<file path="config.mk">
export PLATFORM = sky130hd
export DESIGN_NAME = attn_summary_reg
export DESIGN_NICKNAME = d
export VERILOG_FILES = /design/src/rtl/attn_pkg.sv /design/src/rtl/attn_rst_sync.sv /design/src/rtl/attn_clear_decode.sv /design/src/rtl/attn_flag_cell.sv /design/src/rtl/attn_read_port.sv /design/src/rtl/attn_summary_reg.sv
export SDC_FILE = /design/constraint.sdc
export NUM_CORES = 1
export LEC_CHECK = 0
export BUFFER_PORTS_ARGS = -buffer_cell sky130_fd_sc_hd__buf_2
export CAP_MARGIN = 20
export CORE_UTILIZATION = 38
export DETAILED_ROUTE_END_ITERATION = 8
export PLACE_DENSITY = 0.77
export SYNTH_ARGS = -nofsm -noshare
export SYNTH_HDL_FRONTEND = slang
export SYNTH_SLANG_ARGS = --single-unit
</file>
<file path="constraint.sdc">
create_clock -name clk -period 0.92 [get_ports clk]
set_input_delay 0 -clock clk [delete_from_list [all_inputs] [get_ports clk]]
set_output_delay 0 -clock clk [all_outputs]
set_load 0.01 [all_outputs]
</file>
<file path="src/rtl/attn_pkg.sv">
package attn_pkg;

  localparam int RST_SYNC_DEPTH = 2;

  // Priority rule for one flag: a new event beats any clear in the same cycle.
  function automatic logic flag_next(input logic cur, input logic set, input logic clr);
    logic nxt;
    nxt = cur;
    if (clr) nxt = 1'b0;
    if (set) nxt = 1'b1;
    return nxt;
  endfunction

endpackage

</file>
<file path="src/rtl/attn_rst_sync.sv">
module attn_rst_sync #(
  parameter int DEPTH = 2
) (
  input  logic clk,
  input  logic rst_n,
  output logic rst_n_sync
);

  logic [DEPTH-1:0] stage_q;
  logic [DEPTH-1:0] stage_d;

  always_comb begin
    stage_d = {stage_q[DEPTH-2:0], 1'b1};
  end

  always_ff @(posedge clk or negedge rst_n) begin
    if (!rst_n) stage_q <= '0;
    else        stage_q <= stage_d;
  end

  assign rst_n_sync = stage_q[DEPTH-1];

endmodule

</file>
<file path="src/rtl/attn_clear_decode.sv">
module attn_clear_decode #(
  parameter int NUM_DRV = 8
) (
  input  logic               wr_en,
  input  logic [NUM_DRV-1:0] wr_mask,
  input  logic [NUM_DRV-1:0] drive_clr,
  output logic [NUM_DRV-1:0] clr_vec
);

  logic [NUM_DRV-1:0] host_clr;

  // Host write is not qualified by drive busy state on purpose.
  always_comb begin
    host_clr = wr_en ? wr_mask : '0;
    clr_vec  = host_clr | drive_clr;
  end

endmodule

</file>
<file path="src/rtl/attn_flag_cell.sv">
module attn_flag_cell
  import attn_pkg::*;
(
  input  logic clk,
  input  logic rst_n,
  input  logic set_i,
  input  logic clr_i,
  output logic flag_o
);

  logic flag_q;
  logic flag_d;
  logic flag_en;

  always_comb begin
    flag_en = set_i | clr_i;
    flag_d  = flag_next(flag_q, set_i, clr_i);
  end

  always_ff @(posedge clk or negedge rst_n) begin
    if (!rst_n)       flag_q <= 1'b0;
    else if (flag_en) flag_q <= flag_d;
  end

  assign flag_o = flag_q;

endmodule

</file>
<file path="src/rtl/attn_read_port.sv">
module attn_read_port #(
  parameter int NUM_DRV = 8
) (
  input  logic               clk,
  input  logic               rst_n,
  input  logic               rd_en,
  input  logic [NUM_DRV-1:0] flags,
  output logic [NUM_DRV-1:0] rd_data
);

  logic [NUM_DRV-1:0] rd_q;
  logic [NUM_DRV-1:0] rd_d;

  always_comb begin
    rd_d = flags;
  end

  always_ff @(posedge clk or negedge rst_n) begin
    if (!rst_n)     rd_q <= '0;
    else if (rd_en) rd_q <= rd_d;
  end

  assign rd_data = rd_q;

endmodule

</file>
<file path="src/rtl/attn_summary_reg.sv">
module attn_summary_reg
  import attn_pkg::*;
#(
  parameter int NUM_DRV = 8
) (
  input  logic               clk,
  input  logic               rst_n,
  input  logic [NUM_DRV-1:0] attn_set,
  input  logic [NUM_DRV-1:0] drive_clr,
  input  logic               wr_en,
  input  logic [NUM_DRV-1:0] wr_mask,
  input  logic               rd_en,
  input  logic [NUM_DRV-1:0] drv_busy,
  input  logic [NUM_DRV-1:0] drv_online,
  output logic [NUM_DRV-1:0] summary,
  output logic [NUM_DRV-1:0] rd_data,
  output logic               irq
);

  logic               rst_n_int;
  logic [NUM_DRV-1:0] clr_vec;
  logic [NUM_DRV-1:0] flag_vec;
  logic               unused_status;

  // Drive status is carried to the boundary but gates no host access.
  assign unused_status = ^{drv_busy, drv_online};

  attn_rst_sync #(.DEPTH(RST_SYNC_DEPTH)) u_rst (
    .clk        (clk),
    .rst_n      (rst_n),
    .rst_n_sync (rst_n_int)
  );

  attn_clear_decode #(.NUM_DRV(NUM_DRV)) u_dec (
    .wr_en     (wr_en),
    .wr_mask   (wr_mask),
    .drive_clr (drive_clr),
    .clr_vec   (clr_vec)
  );

  for (genvar g = 0; g < NUM_DRV; g++) begin : g_drv
    attn_flag_cell u_cell (
      .clk    (clk),
      .rst_n  (rst_n_int),
      .set_i  (attn_set[g]),
      .clr_i  (clr_vec[g]),
      .flag_o (flag_vec[g])
    );
  end

  attn_read_port #(.NUM_DRV(NUM_DRV)) u_rd (
    .clk     (clk),
    .rst_n   (rst_n_int),
    .rd_en   (rd_en),
    .flags   (flag_vec),
    .rd_data (rd_data)
  );

  assign summary = flag_vec;
  assign irq     = |flag_vec;

endmodule

</file>
==> results of run 1 <==
-- routing by layer --
metal / vias up / track usage, % / routed length [um]
met5: - / 0 / 0
met4: 0 / 5.00 / 14
met3: 2 / 2.26 / 84
met2: 29 / 34.3 / 1090
met1: 313 / 19.7 / 814
li1: 318 / - / -
-- worst register-to-register path, delay by kind of cell (launching register included) --
family | cells | cell delay (ns)
DFF | 1 | 0.42
buffers and inverters | 3 | 0.35
muxes | 1 | 0.25
-- report_power, final --
group	total [mW]	switching [mW]	internal, mW	leakage, nW
sequential	0.917	0.0540	0.863	0.199
combinational	0.419	0.159	0.259	0.418
clock	0.480	0.240	0.241	0.0210
-- repair_timing --
action                                  in CTS  in global routing
setup buffers                                4                  2
endpoints found under the setup margin       4                 11
resized for setup                            6                  9
endpoints found under the hold margin       10                  0
hold buffers                                10                  0
pin swaps                                    1                  0
-- cells by family (layout without fill, tap and decap cells) --
group | Yosys count | count (layout)
buffers and inverters | 18 | 75
other | 1 | 1
DFF | 18 | 18
and+or+nand+nor | 11 | 11
muxes | 8 | 8
AOI/OAI and AO/OA | 8 | 8
-- flip-flops by register name, indices dropped and copies added (netlist names) --
name	flops
g_drv.u_cell.flag_o	8
u_rd.rd_data	8
u_rst.stage_q	2
-- cell type report --
| class | count | area, sq um | area share [%] |
|---|---|---|---|
| Clock buffer | 4 | 36.3 | 2.92 |
| Tap cell | 27 | 33.8 | 2.72 |
| Multi-Input combinational cell | 28 | 253 | 20.3 |
| Inverter | 8 | 30.0 | 2.42 |
| Timing Repair Buffer | 63 | 438 | 35.2 |
| Sequential cell | 18 | 452 | 36.4 |
-- through the flow --
step                instance area (sq um)  util [%]  worst slack [ns]  TNS [ns]
detailed placement                   1010      51.6            0.0172         0
finish                               1240      63.3            -0.286     -1.03
global placement                     1010      51.6           -0.0333   -0.0333
floorplan                             800         -             0.141         0
global route                         1240      63.3            -0.378     -1.40
CTS                                  1200      61.4            -0.287    -0.616
-- placed cells by master (no fill, tap or decap), types with 2 or more instances in the layout --
| cell | count |
|---|---|
| nor4_2 | 2 |
| dlygate4sd3_1 | 10 |
| mux2_4 | 8 |
| inv_1 | 8 |
| clkbuf_4 | 3 |
| a31o_1 | 4 |
| dfrtp_1 | 17 |
| buf_4 | 4 |
| a31o_2 | 4 |
| nand2_1 | 9 |
| buf_2 | 39 |
| buf_6 | 10 |
-- worst max path at each step --
| stage | to | cells after the start |
|---|---|---|
| 4_1_cts | irq | 3 |
| 2_1_floorplan | u_rd.rd_data[0]$_DFFE_PN0P_ | 1 |
| 3_5_place_dp | irq | 3 |
| 3_3_place_gp | irq | 3 |
| 6_report | irq | 3 |
| 5_1_grt | irq | 3 |
==> metrics.yaml, run 1 <==
num_io_pins: 61
peakVddDrop_uv: 838
synth_compound_area_share_pct: 8.76
yosysWarnings: 0
antenna_left: 0
min_to: "g_drv[7].u_cell.flag_o$_DFFE_PN0P_"
max_cap_violations: 0
seq_area_frac_synth_pct: 56.3
period_minus_slack_ns: 1.21
start_util_pct: 40.8
synth.largest_area_cell: "dfrtp_1"
synth_simple_gate_area_share_pct: 5.79
critPathLaunchType: "flop"
wl_mm: 2.00
r2r-start: "g_drv[5].u_cell.flag_o$_DFFE_PN0P_"
cts_buffers: 3
synth_xor_area_share_pct: 0
cts_buffer_depth: 2
finalClockSkew_ns: 0.000951
syn_area_sq_um: 800
routabilityCongestion: 0.637
drt_iter0_drc: 9
r2r_setup_slack_ns: -0.21
status: "finished with violations"
place_hpwl_mm: 1.33
grt_max_degree: 11
hold_viol: 0
htreeDepth: 1
critPathArrivalTime_ns: 1.21
r2r-end: "u_rd.rd_data[5]$_DFFE_PN0P_"
die_area_sq_um: 2290
n_fill_cell: 172
hold_depth: 3
worstPathCellList: "nor4_2, nand2_1, buf_2"
antenna_found_initial: 0
grt_pass1_vias: 623
synth_enable_flop_cells: 0
cts_tree: "yes"
viasPerCell: 4.47
grt_setup_unrepaired: "true"
final-setup-viol-count: 9
synth_top_family_by_area: "multiplexers"
crit_type: "flop to primary output"
area_growth_pct: 55.4
crit_family: "flip-flops"
hp-class: "input pin to flop"
stdcell_count: 148
crit_required_ns: 0.92
cts_num_sinks: 18
timing.fmax_mhz: 829
synthAdderAreaFrac_pct: 0
drc_errors: 0
avgSynthCellArea_sq_um: 12.5
leakage_nw: 0.639
dr.pass1.iters: 4
n_antenna_cell: 0
synthTopCellsByArea: "dfrtp_1 56%, mux2_4 15%, buf_4 8.5%"
muxShareOfSynthArea_pct: 15.0
syn_nets: 108
drive_above_1_share_pct: 59.5
place_inst: 130
path_buf_inv: 1
power_mw: 1.82
grt.total_usage_pct: 17.6
cp-startpoint: "g_drv[4].u_cell.flag_o$_DFFE_PN0P_"
clkLatencyLatePin_ns: 0.28
async_reset_ff_share_pct: 100
power_density_nw_per_um2: 1460
slew_violations: 0
final_nets: 166
yosysMostFrequentCell: "dfrtp_1"
crit_path_max_incr_delay_ns: 0.41
crit_path_end_kind: "primary output"
gr-total-overflow: 0
min_period_over_period_pct: 131
path_max_fanout: 2
synth_ff_type: "dfrtp_1"
portBuffers: 44
die_x_um: 47.9
die_height_um: 47.9
holdWs_ns: 0.00479
synth.distinct_cells: 10
core_sq_um: 1960
row_count: 16
netlist.area_leader.share_pct: 56.3
grt_pass1_wl_mm: 2.69
clkSlewWorstSetupHoldPaths_ns: 0.10
cts-root-buf: "clkbuf_4"
hold_start: "drive_clr[7]"
finalWorstSetupSlack_ns: -0.286
cp_slowest_cell: "dfrtp_1"
rr_worst_depth: 4
synth_common_cells: "18 x dfrtp_1, 9 x buf_4, 9 x nand2_1"
wl_per_cell_um: 13.5
violations: "setup timing"
synth-seq-cells: 18
via_count: 662
syn_inst: 64
(Power assumes the default switching activity.)
==> run 2: changes to the inputs <==
BUFFER_PORTS_ARGS = not set   (was -buffer_cell sky130_fd_sc_hd__buf_2)
CORE_UTILIZATION = 50   (was 38)
DONT_BUFFER_PORTS = 1   (was not set)
GPL_TIMING_DRIVEN = 0   (was not set)
PLACE_DENSITY = not set   (was 0.77)
==> metrics.yaml, run 2 (same netlist as run 1, synthesis figures left out) <==
grt_max_degree: 17  # was 11
cts_num_sinks: 18  # unchanged
peakVddDrop_uv: 1300  # was 838 uV
path_max_fanout: 2  # unchanged
crit_required_ns: 0.92  # about the same
n_fill_cell: 90  # was 172
drive_above_1_share_pct: 36.6  # was 59.5%
finalWorstSetupSlack_ns: -0.187  # was -0.286 ns
place_hpwl_um: 947  # was 1.33 mm
row_count: 14  # was 16
die_height_um: 42.0  # was 47.9 um
crit_path_end_kind: "primary output"  # unchanged
die_x_um: 42.0  # was 47.9 um
antenna_found_initial: 0  # unchanged
grtUsageMet2_pct: 37.5  # was 34.3%
tightest_slew_ns: 0.623
wl_per_cell_um: 15.3  # was 13.5 um
finalClockSkew_ns: 0.00216  # was 0.000951 ns
critPathArrivalTime_ns: 1.11  # was 1.21 ns
num_io_pins: 61  # unchanged
portBuffers: 0  # was 44
n_antenna_cell: 0  # unchanged
dr.pass1.iters: 3  # was 4
grtUsageMet1_pct: 28.5  # was 19.7%
hold_start: "rd_en"  # was drive_clr[7]
wl_mm: 1.79  # was 2.00 mm
start_util_pct: 53.1  # was 40.8%
gr-total-overflow: 0  # unchanged
leakage_nw: 0.571  # was 0.639 nW
top_usage_layer: "met2"  # unchanged
area_growth_pct: 52.3  # was 55.4%
power_density_nw_per_um2: 1460  # about the same
timing.fmax_mhz: 904  # was 829 MHz
r2r-end: "u_rd.rd_data[0]$_DFFE_PN0P_"  # was u_rd.rd_data[5]$_DFFE_PN0P_
antenna_left: 0  # unchanged
final_nets: 146  # was 166
violations: "setup timing"  # unchanged
final-setup-viol-count: 10  # was 9
r2r_setup_slack_ns: -0.09  # was -0.21 ns
cts_tree: "yes"  # unchanged
hp-class: "input pin to flop"  # unchanged
clkLatencyLatePin_ns: 0.29  # was 0.28 ns
min_period_over_period_pct: 120  # was 131%
cts-root-buf: "clkbuf_4"  # unchanged
rr_worst_depth: 3  # was 4
status: "finished with violations"  # unchanged
min_to: "u_rd.rd_data[4]$_DFFE_PN0P_"  # was g_drv[7].u_cell.flag_o$_DFFE_PN0P_
via_count: 602  # was 662
grt_setup_unrepaired: "true"  # unchanged
core_sq_um: 1510  # was 1960 sq um
grt_pass1_wl_mm: 3.04  # was 2.69 mm
mostFrequentLayoutCell: "dlygate4sd3_1"  # was buf_2
cts_buffer_depth: 2  # unchanged
crit_type: "flop to primary output"  # unchanged
clkSlewWorstSetupHoldPaths_ns: 0.10  # about the same
htreeDepth: 1  # unchanged
cts_buffers: 3  # unchanged
drt_iter0_drc: 11  # was 9
r2r-start: "g_drv[0].u_cell.flag_o$_DFFE_PN0P_"  # was g_drv[5].u_cell.flag_o$_DFFE_PN0P_
multi_input_area_sq_um: 253  # unchanged
mostFrequentLayoutCells: "26 x dlygate4sd3_1, 16 x dfrtp_1, 10 x buf_6"  # was 39 x buf_2, 17 x dfrtp_1, 10 x dlygate4sd3_1, 10 x buf_6, 9 x nand2_1
ff_latch_area_sq_um: 453  # was 452 sq um
gr-usage-met3_pct: 9.05  # was 2.26%
viasPerCell: 5.15  # was 4.47
slew_violations: 0  # unchanged
hold_viol: 0  # unchanged
maxSlewHeadroom_pct: 58.5
grt_pass1_vias: 662  # was 623
grt.total_usage_pct: 23.7  # was 17.6%
final_util_pct: 80.8  # was 63.3%
die_area_sq_um: 1760  # was 2290 sq um
max_cap_violations: 0  # unchanged
routabilityCongestion: 0.676  # was 0.637
hold_depth: 2  # was 3
drc_errors: 0  # unchanged
power_mw: 1.77  # was 1.82 mW
critPathLaunchType: "flop"  # unchanged
period_minus_slack_ns: 1.11  # was 1.21 ns
run 2: cell count changes in the layout (fill, tap and decap cells not counted), sizes merged:
cell	before	now
buf	53	17
dlygate4sd3	10	26
run 2: power by group:
part           total [mW]  leakage, nW  internal (mW)  switching (mW)
registers           0.954        0.198          0.864          0.0907
clock network       0.473       0.0210          0.241           0.232
logic               0.345        0.351          0.242           0.103
run 2: cell type report:
type | count | share of cell area [%]
Multi-Input combinational cell | 28 | 20.8
Inverter | 8 | 2.47
Sequential cell | 18 | 37.2
Buffer | 10 | 8.02
Tap cell | 16 | 1.64
Timing Repair Buffer | 33 | 26.9
Clock buffer | 4 | 2.98
run 2: critical path, cell delays in order, from the launching register on:
cell and delay [ns]:
dfrtp_1 0.41, nor4_2 0.26, nand2_1 0.14
run 2: per-stage QoR:
step	hold slack (ns)	worst slack, ns	area (sq um)	cells	TNS, ns
final	0.0367	-0.187	1220	117	-0.768
after global routing	0.0113	-0.328	1220	117	-1.34
after CTS	0.0301	-0.218	1180	115	-0.404
after detailed placement	-0.296	0.0208	820	80	0
after global placement	-0.296	0.0151	820	80	0
after floorplan	-0.296	0.141	800	64	0
run 2: worst max path at each step:
stage	from	to	cells after the start
2_1_floorplan	u_rd.rd_data[0]$_DFFE_PN0P_	u_rd.rd_data[0]$_DFFE_PN0P_	1
3_3_place_gp	g_drv[1].u_cell.flag_o$_DFFE_PN0P_	irq	2
3_5_place_dp	g_drv[1].u_cell.flag_o$_DFFE_PN0P_	irq	2
4_1_cts	g_drv[2].u_cell.flag_o$_DFFE_PN0P_	irq	2
5_1_grt	g_drv[2].u_cell.flag_o$_DFFE_PN0P_	irq	2
6_report	g_drv[0].u_cell.flag_o$_DFFE_PN0P_	irq	2
run 2: layer usage:
| layer | up-vias | share of wire (%) |
|---|---|---|
| li1 | 276 | - |
| met1 | 288 | 39 |
| met2 | 32 | 52 |
| met3 | 6 | 5.7 |
| met4 | 0 | 3.2 |
| met5 | - | 0 |
run 2: timing repair:
action	CTS	global route
hold buffers	26	0
endpoints found under the hold margin	10	0
endpoints found under the setup margin	1	11
resized for setup	7	6
setup buffers	5	2
pin swaps	3	0
